### config.mk
export PLATFORM = sky130hd
export DESIGN_NAME = half_lane_xbar
export DESIGN_NICKNAME = d
export VERILOG_FILES = /design/src/rtl/half_lane_xbar.sv
export SDC_FILE = /design/constraint.sdc
export NUM_CORES = 1
export LEC_CHECK = 0
export BUFFER_PORTS_ARGS = -buffer_cell sky130_fd_sc_hd__buf_2
export CORE_AREA = 2 2 406 408
export DETAILED_ROUTE_END_ITERATION = 8
export DIE_AREA = 0 0 408 410
export GPL_TIMING_DRIVEN = 0
export HOLD_SLACK_MARGIN = 0.06
export MAX_ROUTING_LAYER = met4
export PLACE_DENSITY = 0.41
export SETUP_SLACK_MARGIN = 0.4
export SLEW_MARGIN = 20
export SYNTH_ARGS = -nofsm -noshare
export SYNTH_HDL_FRONTEND = slang
export SYNTH_SLANG_ARGS = --single-unit
### constraint.sdc
create_clock -name clk -period 1.9 [get_ports clk]
set_clock_uncertainty 0.2 [all_clocks]
set_input_delay 0.19 -clock clk [delete_from_list [all_inputs] [get_ports clk]]
set_output_delay 0.19 -clock clk [all_outputs]
set_load 0.005 [all_outputs]
### src/rtl/half_lane_xbar.sv
module half_lane_xbar #(
  parameter int HALF_W = 128,
  localparam int VEC_W = 2 * HALF_W
) (
  input  logic              clk,
  input  logic              rst_n,
  input  logic              in_valid,
  input  logic [1:0]        op,
  input  logic [7:0]        imm,
  input  logic [VEC_W-1:0]  src_a,
  input  logic [VEC_W-1:0]  src_b,
  input  logic [HALF_W-1:0] ins_data,
  output logic              out_valid,
  output logic [VEC_W-1:0]  result,
  output logic [HALF_W-1:0] extract
);

  localparam logic [1:0] OP_PERM = 2'd0;
  localparam logic [1:0] OP_INS  = 2'd1;
  localparam logic [1:0] OP_EXT  = 2'd2;

  wire [HALF_W-1:0] a_lo = src_a[HALF_W-1:0];
  wire [HALF_W-1:0] a_hi = src_a[VEC_W-1:HALF_W];
  wire [HALF_W-1:0] b_lo = src_b[HALF_W-1:0];
  wire [HALF_W-1:0] b_hi = src_b[VEC_W-1:HALF_W];

  function automatic logic [HALF_W-1:0] pick(input logic [1:0] sel,
                                             input logic [HALF_W-1:0] p0, p1, p2, p3);
    case (sel)
      2'd0:    pick = p0;
      2'd1:    pick = p1;
      2'd2:    pick = p2;
      default: pick = p3;
    endcase
  endfunction

  wire [HALF_W-1:0] perm_lo = pick(imm[1:0], a_lo, a_hi, b_lo, b_hi);
  wire [HALF_W-1:0] perm_hi = pick(imm[5:4], a_lo, a_hi, b_lo, b_hi);

  logic [VEC_W-1:0]  res_n;
  logic [HALF_W-1:0] ext_n;

  always_comb begin
    res_n = result;
    ext_n = extract;
    case (op)
      OP_PERM: res_n = {perm_hi, perm_lo};
      OP_INS:  res_n = imm[0] ? {ins_data, a_lo} : {a_hi, ins_data};
      OP_EXT:  ext_n = imm[0] ? a_hi : a_lo;
      default: ;
    endcase
  end

  always_ff @(posedge clk or negedge rst_n) begin
    if (!rst_n) begin
      out_valid <= 1'b0;
      result    <= '0;
      extract   <= '0;
    end else begin
      out_valid <= in_valid;
      if (in_valid) begin
        result  <= res_n;
        extract <= ext_n;
      end
    end
  end

  p_valid_follows_r7: assert property (@(posedge clk) disable iff (!rst_n)
    in_valid |=> out_valid);
  p_valid_idle_r7: assert property (@(posedge clk) disable iff (!rst_n)
    !in_valid |=> !out_valid);
  p_hold_idle_r7: assert property (@(posedge clk) disable iff (!rst_n)
    !in_valid |=> ($stable(result) && $stable(extract)));
  p_ext_keeps_result_r8: assert property (@(posedge clk) disable iff (!rst_n)
    (in_valid && op == OP_EXT) |=> $stable(result));
  p_vec_ops_keep_ext_r8: assert property (@(posedge clk) disable iff (!rst_n)
    (in_valid && (op == OP_PERM || op == OP_INS)) |=> $stable(extract));
  p_insert_low_r4: assert property (@(posedge clk) disable iff (!rst_n)
    (in_valid && op == OP_INS && !imm[0]) |=>
      (result[HALF_W-1:0] == $past(ins_data) &&
       result[VEC_W-1:HALF_W] == $past(src_a[VEC_W-1:HALF_W])));
  p_insert_high_r4: assert property (@(posedge clk) disable iff (!rst_n)
    (in_valid && op == OP_INS && imm[0]) |=>
      (result[VEC_W-1:HALF_W] == $past(ins_data) &&
       result[HALF_W-1:0] == $past(src_a[HALF_W-1:0])));
  p_extract_sel_r5: assert property (@(posedge clk) disable iff (!rst_n)
    (in_valid && op == OP_EXT) |=>
      (extract == ($past(imm[0]) ? $past(src_a[VEC_W-1:HALF_W]) : $past(src_a[HALF_W-1:0]))));

endmodule

==> impl_metrics.json <==
{
  "path_clk_slew_ns": 0.07,
  "p_leak_nw": 21.6,
  "postSynthAreaPerCell_um2": 10.2,
  "cts_root_buf": "clkbuf_16",
  "grt_usage": 0.233,
  "synth.net_count": 3221,
  "status": "finished, violations left",
  "power-per-cell-area_nw_per_um2": 743,
  "worstMarginPinSlew_ns": 0.791,
  "wl_met1_um": 79200,
  "io_pins": 1038,
  "start_util": 0.160,
  "place.gp.congestion": 0.920,
  "cap_violations": 0,
  "wl_per_cell_um": 29.2,
  "synth_top_family_by_area": "multiplexers",
  "via_per_inst": 4.66,
  "period_minus_slack_ns": 1.67,
  "firstDrtPassIters": 6,
  "cts_tree": "done",
  "wl_um": 199000,
  "cts_made_buffers": 58,
  "synth_compound_area_frac": 0.153,
  "crit_chain": "buf_6",
  "totalPowerFinal_w": 0.0342,
  "clk_latency_ns": 0.65,
  "grt_max_degree": 83,
  "cpPeakStageDelay_ns": 0.48,
  "cp_num_buf_inv": 1,
  "fin_crit_sh": 0.881,
  "max_slew_margin": 0.472,
  "dr.max_layer_used": "met4",
  "layout.cells.non_filler": 6808,
  "cp-end-kind": "output port",
  "dp_cells": 5793,
  "setup_viol": 0,
  "synth-simple-area-share": 0.106,
  "cts_buffer_depth": 3,
  "ir_worst_vdd_v": 0.000671,
  "synth.area.mux_share": 0.306,
  "worstPathMaxFanout": 2,
  "layout_commonest_cell": "buf_2",
  "core_area_um2": 163000,
  "drtIter0Drc": 2307,
  "layout_common_cells": "buf_2 (939), dlygate4sd3_1 (643), nand2_1 (512), mux2i_1 (500), dfrtp_1 (380)",
  "nets": 5156,
  "grt_pass1_wl_um": 267000,
  "synthAdderAreaFrac": 0,
  "placed_area_um2": 34600,
  "yosys_warnings": 0,
  "postLayoutCellArea_um2": 46000,
  "hpwlAfterDp_um": 153000,
  "rsz0062_at_grt": "yes",
  "grt_overflow": 0,
  "crit_family": "flip-flops",
  "drc": 0,
  "row_count": 149,
  "portBuffers": 1028,
  "hold_path_class": "input pin to async pin",
  "routed-via-count": 31758,
  "die_w_um": 408,
  "fin_util": 0.281,
  "synth_xor_area_frac": 0,
  "synth-seq-cells": 385,
  "syn_inst": 2568,
  "syn_to_final_growth_pct": 75.4,
  "grt_pass1_vias": 31940,
  "antenna_found_initial": 76,
  "wl_met2_um": 93800,
  "fp.dieH_um": 410,
  "ys_seq_area_frac": 0.368,
  "final-seq-area_um2": 9640,
  "r2r_slack_ns": 0.72,
  "h-tree-depth": 2,
  "slowest_stage": "dfrtp_2",
  "startpoint_type": "flop",
  "cp.required_ns": 1.51,
  "drive_gt1_frac": 0.375,
  "synthesis.area_um2": 26200,
  "nFillCells": 17566,
  "ys_types": 25,
  "wl_met3_um": 15300,
  "violations": "hold timing",
  "multi_input_area_um2": 14900,
  "clock.fmax_mhz": 597,
  "slew_violations": 0,
  "worstPathArrival_ns": 1.28,
  "drtAntennaViolNets": 0,
  "dieArea_um2": 167000,
  "worst-setup-path-type": "flop to output port",
  "whs_ns": -0.763,
  "hold_violations": 173,
  "cts_sinks": 385
}
metal layers:
layer | vias to the layer above | GRT usage
li1 | 13617 | -
met1 | 16198 | 0.272
met2 | 1552 | 0.376
met3 | 391 | 0.0608
met4 | 0 | 0.100
met5 | - | -
through the flow:
step | setup TNS [ns] | setup slack [ns]
after floorplan | 0 | 0.290
after CTS | 0 | 0.159
after global routing | 0 | 0.171
final | 0 | 0.225
after global placement | -3906.78 | -9.18
after detailed placement | -370.83 | -1.41
worst reg2reg max path, delay by kind of cell (launching register included):
kind	cells	cell delay, ns
AO/OA/AOI/OAI	1	0.21
flip-flops	1	0.39
buffers and inverters	2	0.26
cell type report:
type | count | area share
Multi-Input combinational cell | 1800 | 0.323
Timing Repair Buffer | 1875 | 0.307
Sequential cell | 385 | 0.210
Tap cell | 2189 | 0.0596
Buffer | 256 | 0.0402
Clock buffer | 84 | 0.0384
Inverter | 127 | 0.0104
Clock inverter | 25 | 0.00787
Antenna cell | 67 | 0.00365
where the power goes:
| part | switching [W] | internal [W] | total (W) |
|---|---|---|---|
| combinational | 0.00556 | 0.00567 | 0.0112 |
| clock | 0.00482 | 0.00761 | 0.0124 |
| sequential | 0.000937 | 0.00956 | 0.0105 |
| total | 0.0113 | 0.0228 | 0.0342 |
kinds of logic (layout without fill, tap and decap cells):
group	after synthesis	after routing
DFF	385	385
other	0	67
and+or+nand+nor	647	647
buffers and inverters	383	2367
muxes	641	641
AOI/OAI and AO/OA	512	512
sequential cells by signal (all words and copies together), names as in the netlist:
register   count
out_valid      1
result       256
extract      128
worst paths after layout:
check                             from     endpoint  cells past startpoint
min in group clk                imm[5]  result[242]                      4
min reg2reg                extract[80]  extract[80]                      2
max reg2reg                 result[41]   result[41]                      3
max                        result[225]  result[225]                      1
max in group asynchronous        rst_n  result[247]                      4
min                              rst_n    out_valid                      1
synthesized netlist by cell type, drive strengths merged:
master,count,area (um2)
nand3b,2,15.0
mux2i,512,5120
mux2,1,11.3
nor2b,1,6.26
o211ai,128,961
a22o,1,8.76
buf,147,877
nand2b,2,20.0
inv,127,477
nand2,512,1920
a221oi,127,1110
clkbuf,109,413
or3,127,795
nor3b,1,7.51
dfrtp,385,9630
o21ai,128,641
nor3,2,10.0
mux4,128,2880
a32o,127,1270
o31ai,1,7.51
what timing repair did:
item / in CTS / in global routing
hold buffers: 642 / 1
pin swaps: 1 / 0
setup buffers: 28 / 168
gates resized for setup: 223 / 181
hold endpoints to repair: 608 / 183
endpoints found under the setup margin: 763 / 652
Note: power is estimated with default switching activity, not from simulation.
